File: src/rtl/ixw_pkg.sv
`timescale 1ns/1ps
package ixw_pkg;
  localparam int unsigned BYTE_W = 8;
  localparam int unsigned WORD_W = 32;
  localparam int unsigned ID_W   = 4;
  localparam int unsigned ID_LSB = 24;

  localparam logic [7:0] OFS_ID  = 8'h00;
  localparam logic [7:0] OFS_VER = 8'h01;
  localparam logic [7:0] OFS_ARB = 8'h02;

  typedef logic [BYTE_W-1:0] byte_t;
  typedef logic [WORD_W-1:0] word_t;

  function automatic word_t lane_merge(word_t old, logic [1:0] lane, byte_t b);
    word_t w;
    w = old;
    case (lane)
      2'd0: w[7:0]   = b;
      2'd1: w[15:8]  = b;
      2'd2: w[23:16] = b;
      default: w[31:24] = b;
    endcase
    return w;
  endfunction

  function automatic byte_t lane_pick(word_t w, logic [1:0] lane);
    byte_t b;
    case (lane)
      2'd0: b = w[7:0];
      2'd1: b = w[15:8];
      2'd2: b = w[23:16];
      default: b = w[31:24];
    endcase
    return b;
  endfunction
endpackage

File: src/rtl/ixw_rst_sync.sv
`timescale 1ns/1ps
module ixw_rst_sync #(
  parameter int unsigned STAGES = 2
) (
  input  logic clk,
  input  logic arst_n,
  output logic rst_n_o
);
  logic [STAGES-1:0] sh_q;
  logic [STAGES-1:0] sh_nxt;

  generate
    if (STAGES == 1) begin : g_one
      always_comb sh_nxt = 1'b1;
    end else begin : g_many
      always_comb sh_nxt = {sh_q[STAGES-2:0], 1'b1};
    end
  endgenerate

  always_ff @(posedge clk or negedge arst_n) begin
    if (!arst_n) sh_q <= '0;
    else         sh_q <= sh_nxt;
  end

  assign rst_n_o = sh_q[STAGES-1];
endmodule

File: src/rtl/ixw_wr_edge.sv
`timescale 1ns/1ps
module ixw_wr_edge (
  input  logic clk,
  input  logic rst_n,
  input  logic cs_n,
  input  logic wr_n,
  output logic commit_o
);
  logic wr_n_q;
  logic wr_n_nxt;

  always_comb wr_n_nxt = wr_n;

  always_ff @(posedge clk or negedge rst_n) begin
    if (!rst_n) wr_n_q <= 1'b1;
    else        wr_n_q <= wr_n_nxt;
  end

  assign commit_o = !cs_n && wr_n && !wr_n_q;

  // a strobe rise yields one commit, never two adjacent ones
  a_r3_single_commit: assert property (@(posedge clk) disable iff (!rst_n)
    commit_o |=> !commit_o);
endmodule

File: src/rtl/ixw_ctrl_regs.sv
`timescale 1ns/1ps
module ixw_ctrl_regs
  import ixw_pkg::*;
(
  input  logic            clk,
  input  logic            rst_n,
  input  logic            commit_i,
  input  logic            sel_data_i,
  input  logic [1:0]      lane_i,
  input  byte_t           wdata_i,
  output byte_t           index_o,
  output logic [ID_W-1:0] id_o,
  output logic [ID_W-1:0] arb_o,
  output logic            id_pulse_o
);
  byte_t           idx_q, idx_nxt;
  logic [ID_W-1:0] id_q, id_nxt, arb_q;
  logic            pulse_q;
  logic            idx_we, id_we;

  always_comb begin
    idx_we  = commit_i && !sel_data_i && (lane_i == 2'd0);
    id_we   = commit_i && sel_data_i && (idx_q == OFS_ID) && (lane_i == 2'd3);
    idx_nxt = wdata_i;
    id_nxt  = wdata_i[ID_W-1:0];
  end

  always_ff @(posedge clk or negedge rst_n) begin
    if (!rst_n) begin
      idx_q   <= '0;
      id_q    <= '0;
      arb_q   <= '0;
      pulse_q <= 1'b0;
    end else begin
      if (idx_we) idx_q <= idx_nxt;
      if (id_we) begin
        id_q  <= id_nxt;
        arb_q <= id_nxt;
      end
      pulse_q <= id_we;
    end
  end

  assign index_o    = idx_q;
  assign id_o       = id_q;
  assign arb_o      = arb_q;
  assign id_pulse_o = pulse_q;

  // the index moves only on a committed lane-0 index write
  a_r4_index_hold: assert property (@(posedge clk) disable iff (!rst_n)
    !(commit_i && !sel_data_i) |=> $stable(idx_q));
  // after the pulse, arbitration equals the identifier
  a_r7_arb_follows_id: assert property (@(posedge clk) disable iff (!rst_n)
    pulse_q |-> (arb_q == id_q));
  // arbitration never moves without a commit
  a_r7_arb_hold: assert property (@(posedge clk) disable iff (!rst_n)
    !commit_i |=> $stable(arb_q));
  // the pulse lasts one cycle
  a_r7_pulse_single: assert property (@(posedge clk) disable iff (!rst_n)
    pulse_q |=> !pulse_q);
endmodule

File: src/rtl/ixw_entry_bank.sv
`timescale 1ns/1ps
module ixw_entry_bank
  import ixw_pkg::*;
#(
  parameter int unsigned N_ENT = 24,
  parameter logic [7:0]  BASE  = 8'h10
) (
  input  logic               clk,
  input  logic               rst_n,
  input  logic               wr_en_i,
  input  byte_t              index_i,
  input  logic [1:0]         lane_i,
  input  byte_t              wdata_i,
  output logic               rd_hit_o,
  output word_t              rd_word_o,
  output logic [N_ENT*64-1:0] tbl_o
);
  localparam int unsigned N_WORDS   = 2 * N_ENT;
  localparam logic [8:0]  N_WORDS_W = 9'(N_WORDS);

  logic [N_WORDS-1:0][WORD_W-1:0] word_q;
  logic [8:0] rel;
  logic       in_range;

  always_comb begin
    rel      = {1'b0, index_i} - {1'b0, BASE};
    in_range = (index_i >= BASE) && (rel < N_WORDS_W);
  end

  generate
    for (genvar w = 0; w < N_WORDS; w++) begin : g_word
      word_t q, nxt;
      logic  we;
      always_comb begin
        we  = wr_en_i && in_range && (rel == 9'(w));
        nxt = lane_merge(q, lane_i, wdata_i);
      end
      always_ff @(posedge clk or negedge rst_n) begin
        if (!rst_n)  q <= '0;
        else if (we) q <= nxt;
      end
      assign word_q[w] = q;
    end
    for (genvar e = 0; e < N_ENT; e++) begin : g_ent
      assign tbl_o[e*64 +: 64] = {word_q[2*e+1], word_q[2*e]};
    end
  endgenerate

  always_comb begin
    rd_word_o = '0;
    for (int w = 0; w < N_WORDS; w++) begin
      if (in_range && (rel == 9'(w))) rd_word_o = word_q[w];
    end
    rd_hit_o = in_range;
  end

  // without a window write the table holds
  a_r8_bank_hold: assert property (@(posedge clk) disable iff (!rst_n)
    !wr_en_i |=> $stable(tbl_o));
  // a window write at an index outside the table leaves it untouched
  a_r9_no_stray_write: assert property (@(posedge clk) disable iff (!rst_n)
    (wr_en_i && !in_range) |=> $stable(tbl_o));
endmodule

File: src/rtl/byte_index_window.sv
`timescale 1ns/1ps
module byte_index_window
  import ixw_pkg::*;
#(
  parameter int unsigned N_ENT       = 24,
  parameter logic [7:0]  VERSION     = 8'h11,
  parameter logic [7:0]  TBL_BASE    = 8'h10,
  parameter int unsigned SYNC_STAGES = 2
) (
  input  logic                clk,
  input  logic                arst_n,
  input  logic                cs_n,
  input  logic                sel_data,
  input  logic [1:0]          addr,
  input  logic                rd_n,
  input  logic                wr_n,
  input  logic [7:0]          data_in,
  output logic [7:0]          data_out,
  output logic                data_oe,
  output logic [N_ENT*64-1:0] tbl_o,
  output logic                id_wr_pulse_o
);
  localparam logic [7:0] MAX_ENT  = 8'(N_ENT - 1);
  localparam word_t      VER_WORD = {8'h00, MAX_ENT, 8'h00, VERSION};

  logic            rst_n_s;
  logic            commit;
  byte_t           index;
  logic [ID_W-1:0] id_val, arb_val;
  logic            bank_hit;
  word_t           bank_word;
  word_t           rd_word;

  ixw_rst_sync #(.STAGES(SYNC_STAGES)) u_rst (
    .clk(clk), .arst_n(arst_n), .rst_n_o(rst_n_s)
  );

  ixw_wr_edge u_edge (
    .clk(clk), .rst_n(rst_n_s), .cs_n(cs_n), .wr_n(wr_n), .commit_o(commit)
  );

  ixw_ctrl_regs u_ctrl (
    .clk(clk), .rst_n(rst_n_s), .commit_i(commit), .sel_data_i(sel_data),
    .lane_i(addr), .wdata_i(data_in), .index_o(index), .id_o(id_val),
    .arb_o(arb_val), .id_pulse_o(id_wr_pulse_o)
  );

  ixw_entry_bank #(.N_ENT(N_ENT), .BASE(TBL_BASE)) u_bank (
    .clk(clk), .rst_n(rst_n_s), .wr_en_i(commit && sel_data),
    .index_i(index), .lane_i(addr), .wdata_i(data_in),
    .rd_hit_o(bank_hit), .rd_word_o(bank_word), .tbl_o(tbl_o)
  );

  always_comb begin
    rd_word = '0;
    if (!sel_data) begin
      rd_word[7:0] = index;
    end else if (index == OFS_ID) begin
      rd_word[ID_LSB +: ID_W] = id_val;
    end else if (index == OFS_VER) begin
      rd_word = VER_WORD;
    end else if (index == OFS_ARB) begin
      rd_word[ID_LSB +: ID_W] = arb_val;
    end else if (bank_hit) begin
      rd_word = bank_word;
    end
  end

  assign data_oe  = rst_n_s && !cs_n && !rd_n;
  assign data_out = data_oe ? lane_pick(rd_word, addr) : 8'h00;

  // a commit only happens while the chip is selected
  a_r2_commit_needs_cs: assert property (@(posedge clk) disable iff (!rst_n_s)
    commit |-> !cs_n);
endmodule

File: config.mk
export PLATFORM = sky130hd
export DESIGN_NAME = byte_index_window
export DESIGN_NICKNAME = d
export VERILOG_FILES = /design/src/rtl/ixw_pkg.sv /design/src/rtl/ixw_rst_sync.sv /design/src/rtl/ixw_wr_edge.sv /design/src/rtl/ixw_ctrl_regs.sv /design/src/rtl/ixw_entry_bank.sv /design/src/rtl/byte_index_window.sv
export SDC_FILE = /design/constraint.sdc
export NUM_CORES = 2
export LEC_CHECK = 0
export BUFFER_PORTS_ARGS = -buffer_cell sky130_fd_sc_hd__buf_4
export CORE_AREA = 2 2 612 614
export CTS_BUF_LIST = sky130_fd_sc_hd__clkbuf_4 sky130_fd_sc_hd__clkbuf_8 sky130_fd_sc_hd__clkbuf_16
export DETAILED_ROUTE_END_ITERATION = 8
export DIE_AREA = 0 0 614 616
export GPL_TIMING_DRIVEN = 0
export PLACE_DENSITY = 0.4
export SETUP_SLACK_MARGIN = 0.1
export SLEW_MARGIN = 5
export SYNTH_ARGS = -nofsm -noshare
export SYNTH_HDL_FRONTEND = slang
export SYNTH_SLANG_ARGS = --single-unit
export TNS_END_PERCENT = 20
File: constraint.sdc
create_clock -name clk -period 57.8 [get_ports clk]
set_input_delay 0 -clock clk [delete_from_list [all_inputs] [get_ports clk]]
set_output_delay 0 -clock clk [all_outputs]
set_load 0.05 [all_outputs]
==> impl_metrics.ini <==
[clocking]
cts_max_level = 4
path_clk_slew_ns = 0.07
cts_buffer_depth = 4
cts_buffers = 202
clk_latency_ns = 0.99
cts_tree = yes
cts_sinks = 1552
root_buffer = clkbuf_16

[placement]
gp_congestion = 0.9667
dp.final_hpwl_um = 601700
numPortBuffers = 1551

[hold_path]
hold_path.class = in2reg

[yosys]
synth-seq-cells = 1552
synth_area_um2 = 72850
avgSynthCellArea_um2 = 12.27
synth_async_sr_flop_share_pct = 100.0
ys_types = 86
synth_warnings = 0
ys_seq_area_share_pct = 53.31
synth_fp_nets = 5959
synthCells = 5938
synth_edf_count = 0
synth_ff_type = dfrtp_1

[timing]
period_share_pct = 17.17
tightest_slew_ns = 1.639
hold_viol_final = 0
drv_slew = 53
hold-worst-slack_ns = 0.06552
timing.final.crit_period_ns = 9.922
setup_viol = 0
setup_tns_ns = 0
skew_ns = 0.1019
rsz0062_at_grt = false
fmax_ghz = 0.1008
slew_headroom_pct = -9.300

[setup_path]
cp-end-kind = output pin
crit_chain = buf_2 -> inv_1 -> ha_1 -> buf_4 -> or3b_2 -> buf_2 -> nand2_1 -> buf_2 -> buf_2 -> buf_2 -> o22ai_1 -> nand2_1 -> o21ai_0 -> nor3_1 -> nand3_1 -> a21oi_1 -> o31ai_1 -> a21oi_1 -> buf_4
critPathLaunchType = flop
cp_slowest_cell = a21oi_1
path_class = reg2out
path_delay_family = buffers and inverters
path_common_cell = buf_2
cp_max_fo = 11
crit_buf_inv = 8
cp_data_required_time_ns = 57.80
arrival_ns = 9.92
slowest_delay_ns = 1.02

[cells_and_area]
syn_to_final_growth_pct = 38.17
final_common_cell = buf_4
fillers = 39080
final_cell_mix = 1580 x buf_4, 1550 x dfrtp_1, 1545 x mux2_2
finalNetCount = 7858
drive_above_1_share_pct = 49.04

[floorplanning]
rows = 224
fp.dieW_um = 614
die_area_um2 = 378200
die-height_um = 616
coreArea_um2 = 371400
io_pins = 1562
start_util_pct = 19.62

[global_route]
grt.met2_usage_pct = 60.27
grt_use_met1_pct = 42.51
gr-max-usage-layer = met2
first_global_vias = 69320
grt_use_met3_pct = 11.78
grt_use_total_pct = 37.71
grt_pass1_wl_um = 901300
grt_max_degree = 66
overflow = 0
antenna_found_initial = 120

[power_and_ir_drop]
swShare_pct = 33.68
ir_drop_v = 0.00002297
leakage_nw = 49.04
p_seq_share_pct = 37.8
powerDensity_nw_per_um2 = 28.71
p_int_mw = 1.917
switching_power_mw = 0.9732
pwr-share-clk_pct = 46.3
p_comb_share_pct = 15.8

[detailed_routing]
wl_per_cell_um = 56.78
first_pass_iters = 8
num_vias = 73290
ant_nets = 0
initialDrtViolationCount = 9579
drc = 0
vias_per_cell = 5.627
routed_wl_um = 739500

[run]
maxCapViolCount = 10

[status]
failed_checks = max-capacitance violations, max-slew violations
status = finished, violations left
-- worst paths after layout --
path,to,cells past startpoint,slack [ns],startpoint
worst max-delay path,data_out[2],19,47.88,u_ctrl.index_o[4]$_DFFE_PN0P_
worst min-delay path,u_bank.g_word[10].q[22]$_DFFE_PN0P_,2,0.07,data_in[6]
worst max register to register,u_bank.g_word[33].q[17]$_DFFE_PN0P_,15,50.46,u_ctrl.index_o[4]$_DFFE_PN0P_
worst min register to register,u_bank.g_word[0].q[4]$_DFFE_PN0P_,0,0.35,u_rst.sh_q[1]$_DFF_PN0_
max in group asynchronous,u_bank.g_word[33].q[18]$_DFFE_PN0P_,7,54.39,u_rst.sh_q[1]$_DFF_PN0_
min in group asynchronous,u_bank.g_word[0].q[4]$_DFFE_PN0P_,0,0.35,u_rst.sh_q[1]$_DFF_PN0_
-- through the flow --
step,worst slack (ns),std cells,util (%),power [mW],cell area [um^2]
2_1_floorplan,11.32,5938,-,1.248,72850
3_3_place_gp,-12.51,12460,24.43,1.523,90710
3_5_place_dp,49.36,12590,25.18,1.551,93510
4_1_cts,48.31,12960,27.05,2.876,100400
5_1_grt,48.18,12970,27.07,2.920,100500
6_report,47.88,13020,27.10,2.890,100700
-- timing repair --
item,CTS,global route
gates resized for setup,0,0
setup endpoints to repair,0,0
hold buffers,16,1
setup buffers,0,0
endpoints found under the hold margin,161,1
-- Yosys cell counts (12+ instances only) --
cell / n / area, um^2
nand4_1: 33 / 206.5
nand2_1: 271 / 1017
nand3_1: 201 / 1006
nand2b_1: 12 / 75.07
o221ai_1: 36 / 315.3
nor2_1: 242 / 908.4
o2111ai_1: 24 / 210.2
o22ai_1: 157 / 982.2
a21oi_1: 194 / 970.9
clkbuf_1: 347 / 1303
nor3_2: 61 / 610.6
o211ai_1: 55 / 412.9
a32oi_1: 25 / 219.0
a22o_1: 52 / 455.4
o21a_1: 15 / 112.6
dfrtp_1: 1551 / 38810
buf_2: 46 / 230.2
a221oi_1: 65 / 569.3
a31oi_1: 32 / 200.2
a211oi_1: 53 / 397.9
o21ai_0: 168 / 840.8
nor4_1: 29 / 181.4
buf_1: 41 / 153.9
a2111oi_0: 20 / 175.2
a222oi_1: 27 / 270.3
o22a_1: 20 / 175.2
or3_1: 29 / 181.4
or4_1: 12 / 90.09
a21o_1: 17 / 127.6
and3_1: 26 / 162.7
nor3_1: 106 / 530.5
a22oi_1: 147 / 1104
inv_1: 18 / 67.56
mux2i_1: 31 / 310.3
a221o_1: 23 / 230.2
mux2_2: 1545 / 17400
-- per-layer routing --
layer	wire, um	vias up
li1	-	26580
met1	266900	39920
met2	337800	5337
met3	70030	1439
met4	64610	22
met5	120	-
-- logic make-up (layout without fill, tap and decap cells) --
family	Yosys count	count (layout)	synth area share, %
DFF	1552	1552	53.31
other	1	60	0.005148
AOI/OAI and AO/OA	1255	1255	12.24
and+or+nand+nor	1089	1089	7.547
muxes	1576	1576	24.31
buffers and inverters	460	2515	2.496
adders and majority gates	5	5	0.08588
-- power by group through the flow --
stage	sequential, mW	clock, mW	combinational, mW
2_1_floorplan	1.13	0	0.115
3_3_place_gp	1.14	0	0.383
3_5_place_dp	1.11	0	0.438
4_1_cts	1.09	1.34	0.441
5_1_grt	1.09	1.38	0.444
6_report	1.09	1.34	0.457
-- flip-flops by register name (all words and copies together) (netlist names) --
register,flops
u_edge.wr_n_q,1
u_ctrl.id_o,4
u_bank.g_word.q,1536
u_ctrl.index_o,8
u_rst.sh_q,2
u_ctrl.id_pulse_o,1
-- cell type report --
cell class	count	area, um^2	share of cell area [%]
diodes	59	147.6	0.1467
plain buffers	441	1872	1.860
clock buffers	303	6093	6.054
clock inverters	57	679.4	0.6750
inverters	19	71.32	0.07086
multi-input cells	3926	32760	32.54
flip-flops and latches	1552	38840	38.59
well taps	4972	6221	6.181
repair buffers	1695	13970	13.88
-- worst reg2reg max path, cell delays in order (launching register included) --
cell      delay, ns
dfrtp_1        0.50
buf_2          0.34
inv_1          0.14
ha_1           0.22
buf_4          0.17
nor3b_1        0.15
buf_2          0.25
nor2_1         0.25
clkbuf_2       0.38
buf_16         0.22
buf_2          0.56
buf_2          0.69
buf_2          1.08
nand2_1        0.59
nor3_2         1.18
mux2_2         0.45
No activity file was read; power rests on OpenSTA's default activity.
